<file path="src/rtl/cartmap_pkg.sv">
package cartmap_pkg;
  typedef enum logic [2:0] {
    WIN_NONE,
    WIN_SRAM,
    WIN_ROM_A,
    WIN_ROM_B,
    WIN_ROM_BIG
  } mapWin_e;

  typedef struct packed {
    logic       romRd;
    logic       ramRd;
    logic       ramWr;
    mapWin_e    win;
    logic       bankWr;
    logic [1:0] bankIdx;
  } mapStrobe_t;

  localparam int NUM_BANKS = 4;
  localparam int BANK_W    = 8;
  localparam int CPU_AW    = 20;
  localparam int ROM_PW    = 28;
  localparam int RAM_PW    = 24;
endpackage

</file>
<file path="src/rtl/cartMapCtrl.sv">
module cartMapCtrl
  import cartmap_pkg::*;
#(
  parameter bit ROM_PRESENT = 1'b1,
  parameter bit RAM_PRESENT = 1'b1
) (
  input  logic       cpuReq,
  input  logic       cpuWe,
  input  logic [3:0] winBits,
  input  logic       bankWrEn,
  input  logic [1:0] bankIdx,
  output mapStrobe_t strobe
);
  mapWin_e win;
  logic    isRom;

  always_comb begin
    unique case (winBits)
      4'h0:    win = WIN_NONE;
      4'h1:    win = WIN_SRAM;
      4'h2:    win = WIN_ROM_A;
      4'h3:    win = WIN_ROM_B;
      default: win = WIN_ROM_BIG;
    endcase
    isRom = (win == WIN_ROM_A) || (win == WIN_ROM_B) || (win == WIN_ROM_BIG);
  end

  always_comb begin
    strobe.win     = win;
    strobe.romRd   = cpuReq && !cpuWe && ROM_PRESENT && isRom;
    strobe.ramRd   = cpuReq && !cpuWe && RAM_PRESENT && (win == WIN_SRAM);
    strobe.ramWr   = cpuReq &&  cpuWe && RAM_PRESENT && (win == WIN_SRAM);
    strobe.bankWr  = bankWrEn;
    strobe.bankIdx = bankIdx;
  end
endmodule

</file>
<file path="src/rtl/cartMapDp.sv">
module cartMapDp
  import cartmap_pkg::*;
#(
  parameter logic [ROM_PW-1:0] ROM_MASK = '1,
  parameter logic [RAM_PW-1:0] RAM_MASK = '1
) (
  input  logic              clk,
  input  logic              rstN,
  input  mapStrobe_t        strobe,
  input  logic [CPU_AW-1:0] cpuAddr,
  input  logic [7:0]        cpuWData,
  input  logic [BANK_W-1:0] bankWData,
  input  logic [7:0]        romRData,
  input  logic [7:0]        ramRData,
  output logic              romSel,
  output logic [ROM_PW-1:0] romAddr,
  output logic              ramSel,
  output logic              ramWrEn,
  output logic [RAM_PW-1:0] ramAddr,
  output logic [7:0]        ramWData,
  output logic [7:0]        cpuRData
);
  logic [BANK_W-1:0] bankReg [NUM_BANKS];
  logic [ROM_PW-1:0] romRaw;
  logic [RAM_PW-1:0] ramRaw;

  for (genvar i = 0; i < NUM_BANKS; i++) begin : g_bank
    always_ff @(posedge clk or negedge rstN) begin
      if (!rstN)
        bankReg[i] <= '1;
      else if (strobe.bankWr && strobe.bankIdx == 2'(i))
        bankReg[i] <= bankWData;
    end
  end

  always_comb begin
    unique case (strobe.win)
      WIN_ROM_A: romRaw = {4'h0, bankReg[1], cpuAddr[15:0]};
      WIN_ROM_B: romRaw = {4'h0, bankReg[2], cpuAddr[15:0]};
      default:   romRaw = {bankReg[3], cpuAddr};
    endcase
    ramRaw = {bankReg[0], cpuAddr[15:0]};
  end

  always_ff @(posedge clk or negedge rstN) begin
    if (!rstN) begin
      romSel   <= 1'b0;
      ramSel   <= 1'b0;
      ramWrEn  <= 1'b0;
      romAddr  <= '0;
      ramAddr  <= '0;
      ramWData <= '0;
    end else begin
      romSel  <= strobe.romRd;
      ramSel  <= strobe.ramRd || strobe.ramWr;
      ramWrEn <= strobe.ramWr;
      if (strobe.romRd)
        romAddr <= romRaw & ROM_MASK;
      if (strobe.ramRd || strobe.ramWr)
        ramAddr <= ramRaw & RAM_MASK;
      if (strobe.ramWr)
        ramWData <= cpuWData;
    end
  end

  always_comb begin
    if (romSel)
      cpuRData = romRData;
    else if (ramSel && !ramWrEn)
      cpuRData = ramRData;
    else
      cpuRData = 8'h00;
  end
endmodule

</file>
<file path="src/rtl/cartBankMapper.sv">
module cartBankMapper
  import cartmap_pkg::*;
#(
  parameter int unsigned ROM_BYTES = 1572864,
  parameter int unsigned RAM_BYTES = 100000
) (
  input  logic        clk,
  input  logic        rstN,
  input  logic        cpuReq,
  input  logic        cpuWe,
  input  logic [19:0] cpuAddr,
  input  logic [7:0]  cpuWData,
  output logic [7:0]  cpuRData,
  input  logic        bankWrEn,
  input  logic [1:0]  bankIdx,
  input  logic [7:0]  bankWData,
  output logic        romSel,
  output logic [27:0] romAddr,
  input  logic [7:0]  romRData,
  output logic        ramSel,
  output logic        ramWrEn,
  output logic [23:0] ramAddr,
  output logic [7:0]  ramWData,
  input  logic [7:0]  ramRData
);
  localparam int ROM_AW = (ROM_BYTES > 1) ? $clog2(ROM_BYTES) : 1;
  localparam int RAM_AW = (RAM_BYTES > 1) ? $clog2(RAM_BYTES) : 1;
  localparam logic [ROM_PW-1:0] ROM_MASK = ROM_PW'((64'd1 << ROM_AW) - 64'd1);
  localparam logic [RAM_PW-1:0] RAM_MASK = RAM_PW'((64'd1 << RAM_AW) - 64'd1);

  mapStrobe_t strobe;

  cartMapCtrl #(
    .ROM_PRESENT(ROM_BYTES != 0),
    .RAM_PRESENT(RAM_BYTES != 0)
  ) uCtrl (
    .cpuReq  (cpuReq),
    .cpuWe   (cpuWe),
    .winBits (cpuAddr[19:16]),
    .bankWrEn(bankWrEn),
    .bankIdx (bankIdx),
    .strobe  (strobe)
  );

  cartMapDp #(
    .ROM_MASK(ROM_MASK),
    .RAM_MASK(RAM_MASK)
  ) uDp (
    .clk      (clk),
    .rstN     (rstN),
    .strobe   (strobe),
    .cpuAddr  (cpuAddr),
    .cpuWData (cpuWData),
    .bankWData(bankWData),
    .romRData (romRData),
    .ramRData (ramRData),
    .romSel   (romSel),
    .romAddr  (romAddr),
    .ramSel   (ramSel),
    .ramWrEn  (ramWrEn),
    .ramAddr  (ramAddr),
    .ramWData (ramWData),
    .cpuRData (cpuRData)
  );
endmodule

</file>
<file path="config.mk">
export PLATFORM = sky130hd
export DESIGN_NAME = cartBankMapper
export DESIGN_NICKNAME = d
export VERILOG_FILES = /design/src/rtl/cartmap_pkg.sv /design/src/rtl/cartMapCtrl.sv /design/src/rtl/cartMapDp.sv /design/src/rtl/cartBankMapper.sv
export SDC_FILE = /design/constraint.sdc
export NUM_CORES = 1
export LEC_CHECK = 0
export ABC_AREA = 1
export BUFFER_PORTS_ARGS = -buffer_cell sky130_fd_sc_hd__buf_2
export CORE_UTILIZATION = 45
export DETAILED_ROUTE_END_ITERATION = 7
export PLACE_DENSITY_LB_ADDON = 0.1
export SLEW_MARGIN = 20
export SYNTH_ARGS = -nofsm -noshare
export SYNTH_HDL_FRONTEND = slang
export SYNTH_SLANG_ARGS = --single-unit
</file>
<file path="constraint.sdc">
create_clock -name clk -period 1.8 [get_ports clk]
set_input_delay 0.36 -clock clk [delete_from_list [all_inputs] [get_ports clk]]
set_output_delay 0.36 -clock clk [all_outputs]
set_load 0.005 [all_outputs]
</file>
# Word level (Yosys, flattened, before mapping)
# Index checks and enable logic that the tools add are counted.
# W data, S select, Z words.
totals:
  ff_bits: 61
  inputBits: 59
  output_inout_bits: 71
  elab_cells: 41
op_classes:
  eq_ne: 10
  mux: 4
  reduce_logical: 17
op_table:
  columns: ["operator", "count"]
  rows:
  - ["$pmux W21 S2", 1]
  - ["$mux W8", 2]
  - ["$pmux W3 S4", 1]
  - ["$logic_and A1 B1 Y1", 10]
  - ["$eq A4 B2 Y1 const B", 2]
  - ["$eq A3 B2 Y1 const B", 2]
  - ["$eq A2 B2 Y1 const B", 2]
  - ["$eq A4 B1 Y1 const B", 1]
  - ["$logic_not A4 Y1", 1]
  - ["$eq A3 B1 Y1 const B", 1]
  - ["$eq A3 B3 Y1 const B", 1]
  - ["$logic_or A1 B1 Y1", 3]
  - ["$eq A2 B1 Y1 const B", 1]
  - ["$logic_not A1 Y1", 2]
  - ["$logic_not A2 Y1", 1]

# Depth between registers and ports, before layout
# Gate-level depths: netlist (run 1).
logic_depth:
  depth_word: 6
  mapped_depth: 6
  depth_no_buf: 6

# Modules after synthesis
# A second synthesis (run 1) with hierarchy kept.
hier_totals:
  cells_unflattened: 285
  area_unflattened_um2: 2741.4
by_module_without_submodules:
  columns: ["mod", "instances", "cells_each", "area_each_um2"]
  rows:
  - ["cartMapDp", 1, 268, 2662.6]
  - ["cartMapCtrl", 1, 17, 78.8]

# Worst setup path before layout (run 1)
# OpenSTA, ideal clock, no wires.
synth_timing:
  path_kind: "register -> output"
  start: "reg uDp.romSel"
  end: "out cpuRData[2]"
  arrival_time_ps: 897
  required_time_ps: 1440
  setup_slack_ps: 543
  path_stages_with_launch: 5
  path_cell_list: "dfrtp_1 -> clkbuf_1 -> inv_1 -> nand3_1 -> nand2_1"
synth_via:
  elab_chain_len: 1
synth_rtl:
  columns: ["element", "line_no", "source"]
  rows:
  - ["start: declaration", "cartMapDp.sv:15", "output logic romSel,"]
  - ["start signal: assignment", "cartMapDp.sv:54", "romSel <= strobe.romRd;"]
  - ["$mux W8", "cartMapDp.sv:67", "if (romSel)"]
  - ["end: declaration", "cartBankMapper.sv:13", "output logic [7:0] cpuRData,"]
# No other way between the ends.

# Final worst setup path (run 1)
layout_timing:
  start: "reg uDp.romSel"
  end: "out cpuRData[1]"
# Same word-level chain as after synthesis.

==> results.txt, run 1 <==
The cell area that synthesis handed to floorplanning was 2825 sq um. In the synthesized netlist, the number of instances is 304. For the final routed database, the setup TNS stands at 0 ns. In this run the power density over the cells is 959.8 nW/um^2. Across the whole layout, storage elements account for 1543 sq um. The average vias per placed instance came out at 4.613.

The row count is 28. sky130_fd_sc_hd__nand2_1 is the most common cell in the netlist. The maximum buffer depth of the clock tree is 2. At the placement stage, the worst setup path has a slack of 0.3381 ns. The count of final hold-check violations is 0.

The total routing usage reported by global routing is 0.1963. After filler insertion, the fill cell instance count of the layout stands at 570. The share of the clock period used by the worst path came out at 0.9296. The worst-case IR drop observed on VDD is 0.0005329 V. Of the total power, the share spent switching nets is 0.2751.

STA classifies the critical path endpoint as a primary output. Summed over all layers, the routed wires come to 5876 um. The effective utilization at floorplan is 0.4716. The number of CTS-inserted buffers is 9.

During placement, the flow inserted port buffers numbering 112. Of the post-synthesis cell area, the dominant cell type holds 0.4340. The yosys synthesis warning count is 0. The category of the worst setup path launch point is a flop. The area of the core came out at 5991 sq um.

Across all setup checks in the final design, the least slack found is 0.1267 ns. The post-synthesis sequential element count came out at 61. TritonCTS built the clock tree.

The logic depth of the worst register-to-register path is 4. Averaged over all synthesized cells, the footprint is 9.293 sq um. The max-slew violation count is 0. Between clock sinks in the finished design, the worst skew comes to 0.005703 ns. In the final design database the tool counted 481 nets.

For this block, the via count after detailed routing is 2311. The ratio of cells with drive above 1 in the final layout is 0.4343. After synthesis, the cell types taking the most area are sky130_fd_sc_hd__dfrtp_1 (43%), sky130_fd_sc_hd__nand2_1 (12%), sky130_fd_sc_hd__dfstp_2 (11%). The repair_antennas step left the layout with diodes totalling 0.

By count the netlist is led by sky130_fd_sc_hd__nand2_1 (88), sky130_fd_sc_hd__dfrtp_1 (49), sky130_fd_sc_hd__inv_1 (27). The half-perimeter wire length after detailed placement came out at 4186 um. Of the total power, the clock network draws 0.291. The total setup violations reported at the end of the flow came out at 0.

The worst register-to-register path ends at uDp.romAddr[18]. The max-cap check violation count is 0. The number of clock sinks seen by CTS came out at 61. The sequential cell area fraction in the yosys report is 0.5456. The initial antenna violation count is 0. Static timing analysis puts the maximum clock frequency at 597.6 MHz. The layout overhead on the synthesized area came out at 26.22%. The time the worst path needs with I/O delays and setup came out at 1.673 ns. The number of remaining DRC errors came out at 0. The clock transition at the registers of the reported paths came out at 0.06 ns.

Cell internal power was estimated by the tool at 0.002481 W. The arrival time at the worst endpoint is 1.31 ns. Setup repair after global routing left no endpoint under its margin. The final instance area is 3566 sq um. After detailed placement, the total cell area comes to 3400 sq um. The number of ports placed on the die boundary is 130. The share of total power dissipated in combinational logic is 0.196. The biggest area contributor in the post-synthesis netlist is sky130_fd_sc_hd__dfrtp_1. The initial DRC count is 99. The die is 81.24 um tall. The flow ran to the end, and the final reports show no timing, DRC or antenna violations.

The maximum fanout count along the critical path came out at 10. The area used by multi-input combinational logic came out at 1030 sq um. The clock tree synthesis step divided the H-tree into 3 levels.

Synthesis instantiated 23 different standard cells from the library. Entering global routing, the biggest net connects 62 pins. The most common flop cell mapped by yosys is sky130_fd_sc_hd__dfrtp_1. STA puts the critical path data required time at 1.44 ns. The clock latency on the worst-skew pair came out at 0.32 ns. Setup slack on the worst reg-to-reg path comes out at 0.93 ns.

The leakage power summed over all cells is 2.011 nW. The congestion estimate from routability-driven global placement came to 0.7179. The worst register-to-register path begins at uDp.bankReg[18].

The remaining number of nets flagged by the antenna check after routing is 0. The remaining global-route overflow is 0. The detail-routed net length per standard cell is 11.73 um.

The min-delay analysis places its worst path in the category in -> async. The area of the die is 6599 sq um. The sequential fraction of design power came out at 0.513. The worst hold margin came out at 0.01518 ns. The cell chosen for the clock root is sky130_fd_sc_hd__clkbuf_8. The number of setup buffers added after CTS came out at 0. The category of the most critical setup path is reg -> out. The floorplan die width came out at 81.24 um. The number of synthesized flops with an enable pin is 0.

The global-route wire length before repair is 9611 um. The share of synthesized flip-flops with an asynchronous set or reset is 1.000. The number of global-route vias before repair is 2174.

The number of optimization iterations in the first detailed-route pass is 4. Summed over all nets, the switching power comes to 0.0009416 W.
==> registers in the layout, indices dropped and copies added, names as in the netlist <==
register and cells:
uDp.ramWData 8, uDp.ramWrEn 1, uDp.romSel 1, uDp.romAddr 21, uDp.bankReg 12, uDp.ramAddr 17, uDp.ramSel 1
==> critical path, cell delays in order (launching register included) <==
cell and delay [ns]:
sky130_fd_sc_hd__dfrtp_2 0.48, sky130_fd_sc_hd__clkinvlp_4 0.21, sky130_fd_sc_hd__nand3_1 0.12, sky130_fd_sc_hd__nand2_1 0.06, sky130_fd_sc_hd__buf_2 0.12
==> through the flow <==
| stage | cells | utilization | power, W |
|---|---|---|---|
| global route | 501 | 0.5952 | 0.003648 |
| finish | 501 | 0.5952 | 0.003422 |
| global placement | 486 | 0.5675 | 0.002440 |
| detailed placement | 486 | 0.5675 | 0.002459 |
| floorplan | 317 | - | 0.002129 |
| CTS | 501 | 0.5944 | 0.003480 |
==> cells by family (layout without fill, tap and decap cells) <==
family / Yosys count / after routing / share of synthesized area
DFF: 61 / 61 / 0.5456
buffers and inverters: 54 / 163 / 0.1081
other: 1 / 14 / 0.001327
and+or+nand+nor: 144 / 144 / 0.2445
AOI/OAI and AO/OA: 44 / 44 / 0.1005
==> worst max-delay path by stage <==
stage | start | to | slack, ns | depth (start not counted)
global route | uDp.romSel | cpuRData[1] | 0.01 | 4
CTS | uDp.romSel | cpuRData[1] | 0.05 | 4
floorplan | uDp.romSel | cpuRData[2] | 0.54 | 4
detailed placement | uDp.ramSel | cpuRData[1] | 0.34 | 5
global placement | uDp.ramSel | cpuRData[1] | 0.40 | 5
finish | uDp.romSel | cpuRData[1] | 0.13 | 4
==> area by class of cell <==
cell class	count	share of cell area
clock inverters	2	0.002807
clock buffers	13	0.04175
flip-flops and latches	61	0.4326
inverters	32	0.03509
well taps	75	0.02632
repair buffers	116	0.1726
multi-input cells	202	0.2888
==> power groups by stage <==
stage                     logic, W  clock network [W]  registers [W]
after floorplan           0.000343                  0        0.00179
after global placement    0.000667                  0        0.00177
final                     0.000670           0.000997        0.00176
after detailed placement  0.000684                  0        0.00178
after global routing      0.000773            0.00109        0.00179
after CTS                 0.000686            0.00104        0.00176
==> placed cells by master, fill, tap and decap left out <==
master and instances:
sky130_fd_sc_hd__buf_12 2, sky130_fd_sc_hd__buf_2 112, sky130_fd_sc_hd__clkinv_2 3, sky130_fd_sc_hd__clkinvlp_4 1
sky130_fd_sc_hd__o21ai_2 17, sky130_fd_sc_hd__clkbuf_8 10, sky130_fd_sc_hd__inv_1 26, sky130_fd_sc_hd__nand3b_1 3
sky130_fd_sc_hd__conb_1 14, sky130_fd_sc_hd__nand3_1 24, sky130_fd_sc_hd__nor2_2 3, sky130_fd_sc_hd__nor2_8 1
sky130_fd_sc_hd__nor2_1 8, sky130_fd_sc_hd__dfrtp_2 1, sky130_fd_sc_hd__clkbuf_1 3, sky130_fd_sc_hd__nand2_8 1
sky130_fd_sc_hd__nand4_4 1, sky130_fd_sc_hd__nand3_4 1, sky130_fd_sc_hd__inv_2 4, sky130_fd_sc_hd__nand2_2 13
sky130_fd_sc_hd__buf_4 2, sky130_fd_sc_hd__nand2_1 88, sky130_fd_sc_hd__o21ai_1 15, sky130_fd_sc_hd__dfstp_2 12
sky130_fd_sc_hd__o21ai_0 12, sky130_fd_sc_hd__nand2_4 1, sky130_fd_sc_hd__dfrtp_1 48
==> routing by layer <==
layer	wire, um	up-vias	global-route usage
li1	-	1175	-
met1	2604	1034	0.2345
met2	2809	92	0.3387
met3	361	10	0.03933
met4	101	0	0.09107
met5	0	-	0
==> what timing repair did <==
item | 4_1_cts | 5_1_grt
hold buffers | 0 | 0
resized for setup | 1 | 2
setup endpoints to repair | 2 | 8
(Power assumes the default switching activity.)
==> run 2: changes to the inputs <==
--- a/config.mk
+++ b/config.mk
@@ -6,8 +6,10 @@
 export NUM_CORES = 1
 export LEC_CHECK = 0
 export ABC_AREA = 1
+export ABC_CLOCK_PERIOD_IN_PS = 1800
 export BUFFER_PORTS_ARGS = -buffer_cell sky130_fd_sc_hd__buf_2
 export CORE_UTILIZATION = 45
+export CTS_BUF_LIST = sky130_fd_sc_hd__clkbuf_8 sky130_fd_sc_hd__clkbuf_16
 export DETAILED_ROUTE_END_ITERATION = 7
 export PLACE_DENSITY_LB_ADDON = 0.1
 export SLEW_MARGIN = 20
==> results.txt, run 2 (same netlist as run 1, synthesis figures left out) <==
The utilization of the core after routing came out at 0.5952 (unchanged). The logic depth of the worst register-to-register path is 4 (unchanged). The worst setup skew after layout is 0.004499 ns (was 0.005703 ns). The cell chosen for the clock root is sky130_fd_sc_hd__clkbuf_8 (unchanged).

The filler cell count in the final layout came out at 570 (unchanged). The category of the most critical setup path was reg -> out (unchanged). The max-slew violation count came out at 0 (unchanged). The number of remaining DRC errors came out at 0 (unchanged). The area of the core came to 5991 sq um (unchanged).

The half-perimeter wire length after detailed placement is 4186 um (unchanged). The final instance area is 3566 sq um (unchanged). The clock tree from TritonCTS is done (unchanged). The remaining global-route overflow is 0 (unchanged). The ratio of cells with drive above 1 in the final layout was 0.4343 (unchanged).

The total setup violations reported at the end of the flow came out at 0 (unchanged). Top flop regs: uDp.romAddr (21), uDp.ramAddr (17), uDp.bankReg (12) (unchanged). Cell-by-cell listing of the critical path: clkinvlp_4 -> nand3_1 -> nand2_1 -> buf_2 (unchanged). The final layout net count came to 481 (unchanged). The total power of the final layout is 0.003405 W (was 0.003422 W). The total detailed-routing wirelength came out at 5872 um (was 5876 um). The worst setup margin came out at 0.1267 ns (about the same). The row count is 28 (unchanged). The number of global-route vias before repair is 2173 (was 2174). The flip-flop count of the largest register, all copies and words added is 21 (unchanged). The maximum ir drop on the vdd rail came out at 0.0005332 V (was 0.0005329 V). The sort of element at the end of the critical path is a primary output (unchanged). The critical path's largest stage delay came out at 0.48 ns (about the same). The leading cell type in the layout, fill and taps excluded is sky130_fd_sc_hd__buf_2 (unchanged). The maximum buffer depth of the clock tree is 2 (unchanged). The category of the worst setup path launch point is a flop (unchanged). The initial antenna violation count came out at 0 (unchanged). The cell area after placement is 3400 sq um (unchanged). The register with the highest flop count is uDp.romAddr (unchanged). The max-cap check violation count is 0 (unchanged). The total via count in the routed design was 2309 (was 2311).

The number of optimization iterations in the first detailed-route pass came out at 4 (unchanged). The detail-routed net length per standard cell is 11.72 um (was 11.73 um). The worst reg2reg path startpoint is uDp.bankReg[18] (unchanged). The overall die height is 81.24 um (unchanged). The count of buffering cells on the critical path with inverters included is 2 (unchanged).

The number of cells on the critical path was 4 (unchanged). The worst setup slack before clock tree synthesis is 0.3381 ns (unchanged). The share of the clock period used by the worst path is 0.9296 (about the same).

The average vias per placed instance is 4.609 (was 4.613). The depth of the CTS H-tree is 3 (unchanged). The area of the die is 6599 sq um (unchanged). The effective utilization at floorplan came to 0.4716 (unchanged). The final weighted congestion in routability-driven placement is 0.7179 (unchanged). The time the worst path needs with I/O delays and setup was 1.673 ns (about the same).

The initial DRC count came to 98 (was 99). The count of final hold-check violations came out at 0 (unchanged). The arrival time at the worst endpoint is 1.31 ns (about the same). The clock latency on the worst-skew pair is 0.32 ns (about the same).

The global-route wire length before repair is 9611 um (unchanged). The layout overhead on the synthesized area came out at 26.22% (unchanged). The worst hold path class is in -> async (unchanged). The remaining number of nets flagged by the antenna check after routing is 0 (unchanged). The clock transition at the registers of the reported paths is 0.06 ns (about the same). The number of ports placed on the die boundary is 130 (unchanged).

The leakage power summed over all cells came to 2.024 nW (was 2.011 nW). The total routing usage reported by global routing came to 0.1963 (unchanged). The total of buffers placed on input and output ports was 112 (unchanged).

The origin of the worst setup path was uDp.romSel (unchanged). Setup repair after global routing missed its margin: false (unchanged). The floorplan die width came out at 81.24 um (unchanged). The achievable clock frequency came out at 597.6 MHz (about the same). Most frequent cells in the layout: sky130_fd_sc_hd__buf_2 (112), sky130_fd_sc_hd__nand2_1 (88), sky130_fd_sc_hd__dfrtp_1 (48), sky130_fd_sc_hd__inv_1 (29), sky130_fd_sc_hd__nand3_1 (24) (was sky130_fd_sc_hd__buf_2 (112), sky130_fd_sc_hd__nand2_1 (88), sky130_fd_sc_hd__dfrtp_1 (48), sky130_fd_sc_hd__inv_1 (26), sky130_fd_sc_hd__nand3_1 (24)). The number of CTS-inserted buffers is 9 (unchanged).

The kind of cell adding the most delay to the critical path is flip-flops (unchanged). The number of setup buffers added after CTS is 0 (unchanged). The data required time at the worst endpoint is 1.44 ns (about the same).

The antenna diode count came to 0 (unchanged). The total of hold buffers inserted after clock tree synthesis came out at 0 (unchanged). Run status: finished clean (unchanged). The library cell contributing the largest single delay on the critical path is sky130_fd_sc_hd__dfrtp_2 (unchanged). The final sum of negative setup slack was 0 ns (unchanged). The maximum number of pins on one net before global-route repair was 62 (unchanged). The power density over the cells is 954.9 nW/um^2 (was 959.8 nW/um^2).

The number of clock sinks seen by CTS is 61 (unchanged). The maximum fanout count along the critical path came out at 10 (unchanged).
[run 2: cell types whose count changed in the layout (fill, tap and decap cells not counted)]
cell / before / now
sky130_fd_sc_hd__clkbuf_1: 3 / 0
sky130_fd_sc_hd__inv_1: 26 / 29
[run 2: where the power goes]
part / switching, W / internal (W) / total (W)
sequential: 0.000127 / 0.00163 / 0.00176
combinational: 0.000345 / 0.000326 / 0.000670
clock: 0.000470 / 0.000509 / 0.000979
total: 0.000941 / 0.00246 / 0.00341
[run 2: layout make-up]
class | instances | area, sq um | area share
flip-flops and latches | 61 | 1543 | 0.4326
repair buffers | 116 | 615.6 | 0.1726
well taps | 75 | 93.84 | 0.02632
clock inverters | 5 | 21.27 | 0.005965
clock buffers | 10 | 137.6 | 0.03860
inverters | 32 | 125.1 | 0.03509
multi-input cells | 202 | 1030 | 0.2888
[run 2: through the flow]
stage / hold slack, ns / instances
floorplan: 0.06441 / 317
global placement: 0.3934 / 486
detailed placement: 0.3945 / 486
CTS: 0.03673 / 501
global route: 0.05411 / 501
finish: 0.01496 / 501
[run 2: what timing repair did]
| action | in CTS | in global routing |
|---|---|---|
| gates resized for setup | 1 | 2 |
| setup endpoints to repair | 2 | 8 |
| cloned | 0 | 0 |
[run 2: final timing paths]
path,to,slack [ns]
min in group clk,uDp.ramWData[3],0.23
max reg2reg,uDp.romAddr[18],0.93
min reg2reg,uDp.ramWData[6],0.47
max,cpuRData[1],0.13
min,uDp.romAddr[14],0.01
max in group asynchronous,uDp.bankReg[18],1.46
[run 2: routing by layer]
metal,track usage,vias up,part of all wire
met4,0.09107,0,0.017
met2,0.3387,96,0.48
met5,0,-,0
li1,-,1175,-
met1,0.2345,1028,0.44
met3,0.03933,10,0.063
==> run 3: changes to the inputs <==
--- a/config.mk
+++ b/config.mk
@@ -8,10 +8,13 @@
 export ABC_AREA = 1
 export ABC_CLOCK_PERIOD_IN_PS = 1800
 export BUFFER_PORTS_ARGS = -buffer_cell sky130_fd_sc_hd__buf_2
-export CORE_UTILIZATION = 45
+export CELL_PAD_IN_SITES_DETAIL_PLACEMENT = 1
+export CELL_PAD_IN_SITES_GLOBAL_PLACEMENT = 1
+export CORE_UTILIZATION = 36
 export CTS_BUF_LIST = sky130_fd_sc_hd__clkbuf_8 sky130_fd_sc_hd__clkbuf_16
 export DETAILED_ROUTE_END_ITERATION = 7
 export PLACE_DENSITY_LB_ADDON = 0.1
+export SETUP_SLACK_MARGIN = 0.3
 export SLEW_MARGIN = 20
 export SYNTH_ARGS = -nofsm -noshare
 export SYNTH_HDL_FRONTEND = slang
==> results.txt, run 3 (same netlist as run 1, synthesis figures left out) <==
Run status: finished clean (unchanged). The total power of the final layout is 0.003559 W (was 0.003405 W). The final layout net count came out at 481 (unchanged).

The total of buffers placed on input and output ports came out at 112 (unchanged). The clock latency on the worst-skew pair was 0.32 ns (about the same). The leakage power summed over all cells came out at 2.027 nW (was 2.024 nW). The category of the worst setup path launch point is a flop (unchanged). The half-perimeter wire length after detailed placement came out at 4973 um (was 4186 um). The max-slew violation count is 0 (unchanged). The maximum number of pins on one net before global-route repair is 62 (unchanged).

The ratio of cells with drive above 1 in the final layout came out at 0.4400 (was 0.4343). The clock tree from TritonCTS is done (unchanged). The number of ports placed on the die boundary was 130 (unchanged).

The number of clock sinks seen by CTS was 61 (unchanged). The leading cell type in the layout, fill and taps excluded is sky130_fd_sc_hd__buf_2 (unchanged). The number of remaining DRC errors was 0 (unchanged).

The reported net switching power is 0.0009707 W (was 0.0009415 W). The utilization of the core after routing is 0.4889 (was 0.5952). The row count came out at 31 (was 28). The total setup violations reported at the end of the flow is 0 (unchanged). The layout overhead on the synthesized area came out at 28.21% (was 26.22%). The data required time at the worst endpoint came out at 1.44 ns (about the same).

The depth of the CTS H-tree is 3 (unchanged). Top flop regs: uDp.romAddr (21), uDp.ramAddr (17), uDp.bankReg (12) (unchanged). The average vias per placed instance was 4.435 (was 4.609). The critical path's largest stage delay came out at 0.34 ns (was 0.48 ns). The combinational cell fraction of total power came to 0.193 (was 0.197).

The busiest layer in global routing is met2 (unchanged). The worst hold path class is in -> async (unchanged). The met2 routing resource usage after global routing is 0.3062 (was 0.3387).

The clock transition at the registers of the reported paths was 0.06 ns (about the same). The number of optimization iterations in the first detailed-route pass came out at 4 (unchanged). The total routing usage reported by global routing came out at 0.1771 (was 0.1963). The met3 track utilization from global routing came to 0.04461 (was 0.03933). The detail-routed net length per standard cell came to 12.94 um (was 11.72 um).

The achievable clock frequency is 642.2 MHz (was 597.6 MHz). The worst reg2reg path startpoint is uDp.bankReg[17] (was uDp.bankReg[18]). The area of the core is 7408 sq um (was 5991 sq um).

The remaining global-route overflow is 0 (unchanged). The power density over the cells is 982.5 nW/um^2 (was 954.9 nW/um^2). The antenna diode count is 0 (unchanged). The sequential fraction of design power came out at 0.494 (was 0.516). The library cell contributing the largest single delay on the critical path was sky130_fd_sc_hd__dfrtp_1 (was sky130_fd_sc_hd__dfrtp_2). Most frequent cells in the layout: sky130_fd_sc_hd__buf_2 (112), sky130_fd_sc_hd__nand2_1 (88), sky130_fd_sc_hd__dfrtp_1 (48), sky130_fd_sc_hd__inv_1 (26), sky130_fd_sc_hd__nand3_1 (24) (was sky130_fd_sc_hd__buf_2 (112), sky130_fd_sc_hd__nand2_1 (88), sky130_fd_sc_hd__dfrtp_1 (48), sky130_fd_sc_hd__inv_1 (29), sky130_fd_sc_hd__nand3_1 (24)). The maximum buffer depth of the clock tree is 2 (unchanged). The share of the clock period used by the worst path came to 0.8651 (was 0.9296).

The floorplan die width is 90.59 um (was 81.24 um). The met1 routing resource usage after global routing came out at 0.2102 (was 0.2345). The effective utilization at floorplan came out at 0.3814 (was 0.4716). The area of the die is 8206 sq um (was 6599 sq um). The initial antenna violation count is 0 (unchanged). The worst setup skew after layout came to 0.002105 ns (was 0.004499 ns). The overall die height is 90.59 um (was 81.24 um). Setup repair after global routing missed its margin: true (was false). The register with the highest flop count is uDp.romAddr (unchanged). The maximum ir drop on the vdd rail is 0.0005591 V (was 0.0005332 V). The initial DRC count came out at 56 (was 98). The worst-case register-to-register setup slack is 0.89 ns (was 0.93 ns). The end of the worst register-to-register path was uDp.romAddr[17] (was uDp.romAddr[18]).

Cell-by-cell listing of the critical path: inv_1 -> nor2_4 -> nand3_1 -> nand2_1 -> buf_2 (was clkinvlp_4 -> nand3_1 -> nand2_1 -> buf_2). The flip-flop count of the largest register, all copies and words added is 21 (unchanged). The logic depth of the worst register-to-register path came out at 4 (unchanged). The final weighted congestion in routability-driven placement is 0.7246 (was 0.7179). The number of global-route vias before repair is 2407 (was 2173). The clock group share of total power is 0.313 (was 0.288). The remaining number of nets flagged by the antenna check after routing was 0 (unchanged).

The maximum fanout count along the critical path is 8 (was 10). The number of CTS-inserted buffers is 9 (unchanged). The max-cap check violation count came to 0 (unchanged).

The switching part of the total came out at 0.2727 (was 0.2765). The time the worst path needs with I/O delays and setup came out at 1.557 ns (was 1.673 ns). The category of the most critical setup path is reg -> out (unchanged). The total via count in the routed design came to 2324 (was 2309). The final sum of negative setup slack is 0 ns (unchanged). The total detailed-routing wirelength came to 6778 um (was 5872 um). The arrival time at the worst endpoint came out at 1.20 ns (was 1.31 ns). The cell internal power dissipation was 0.002588 W (was 0.002464 W). The count of final hold-check violations came out at 0 (unchanged). The cell chosen for the clock root was sky130_fd_sc_hd__clkbuf_8 (unchanged). The global-route wire length before repair came to 11510 um (was 9611 um). The sort of element at the end of the critical path is a primary output (unchanged).
run 3: changes by cell type in the layout (fill, tap and decap cells not counted), sizes merged:
| cell | change |
|---|---|
| clkbuf | +3 |
| inv | -2 |
| clkinv | -1 |
| clkinvlp | -1 |
run 3: cell type report:
type | count | area (sq um)
Inverter | 32 | 121.4
Clock inverter | 1 | 5.005
Sequential cell | 61 | 1543
Tap cell | 99 | 123.9
Multi-Input combinational cell | 202 | 1035
Timing Repair Buffer | 116 | 615.6
Fill cell | 928 | 3786
Clock buffer | 13 | 178.9
run 3: stage by stage:
step | cell area (sq um) | cells | hold slack (ns) | worst slack [ns]
5_1_grt | 3622 | 524 | 0.04522 | 0.1132
3_5_place_dp | 3415 | 508 | 0.3987 | 0.3022
3_3_place_gp | 3415 | 508 | 0.3958 | 0.3264
4_1_cts | 3622 | 524 | 0.03599 | 0.2080
6_report | 3622 | 524 | 0.03036 | 0.2428
2_1_floorplan | 2874 | 317 | 0.06441 | 0.5434
run 3: worst max-delay path: cells and delay by family, from the launching register on:
family | cells | cell delay, ns
simple gates | 3 | 0.38
flops | 1 | 0.34
buf+inv | 2 | 0.17
run 3: what timing repair did:
item / in CTS / in global routing
gates cloned: 0 / 0
endpoints found under the setup margin: 8 / 8
pin swaps: 1 / 0
buffers inserted: 2 / 0
resized for setup: 4 / 0
hold buffers: 0 / 0
run 3: worst max path at each step:
stage / startpoint / end / cells past startpoint
6_report: uDp.ramSel / cpuRData[2] / 5
5_1_grt: uDp.ramWrEn / cpuRData[4] / 4
4_1_cts: uDp.ramSel / cpuRData[2] / 5
3_5_place_dp: cpuAddr[19] / uDp.romAddr[18] / 7
3_3_place_gp: cpuAddr[19] / uDp.romAddr[18] / 7
2_1_floorplan: uDp.romSel / cpuRData[2] / 4
run 3: routing by layer:
metal | wire (um) | vias up | part of all wire
met4 | 48 | 0 | 0.0071
met3 | 431 | 6 | 0.064
met2 | 3476 | 78 | 0.51
li1 | - | 1163 | -
met5 | 0 | - | 0
met1 | 2822 | 1077 | 0.42
run 3: power by group through the flow:
| stage | clock network, W | registers [W] | logic [W] |
|---|---|---|---|
| 2_1_floorplan | 0 | 0.00179 | 0.000343 |
| 3_3_place_gp | 0 | 0.00177 | 0.000674 |
| 3_5_place_dp | 0 | 0.00178 | 0.000699 |
| 4_1_cts | 0.00116 | 0.00176 | 0.000708 |
| 5_1_grt | 0.00122 | 0.00179 | 0.000785 |
| 6_report | 0.00111 | 0.00176 | 0.000686 |
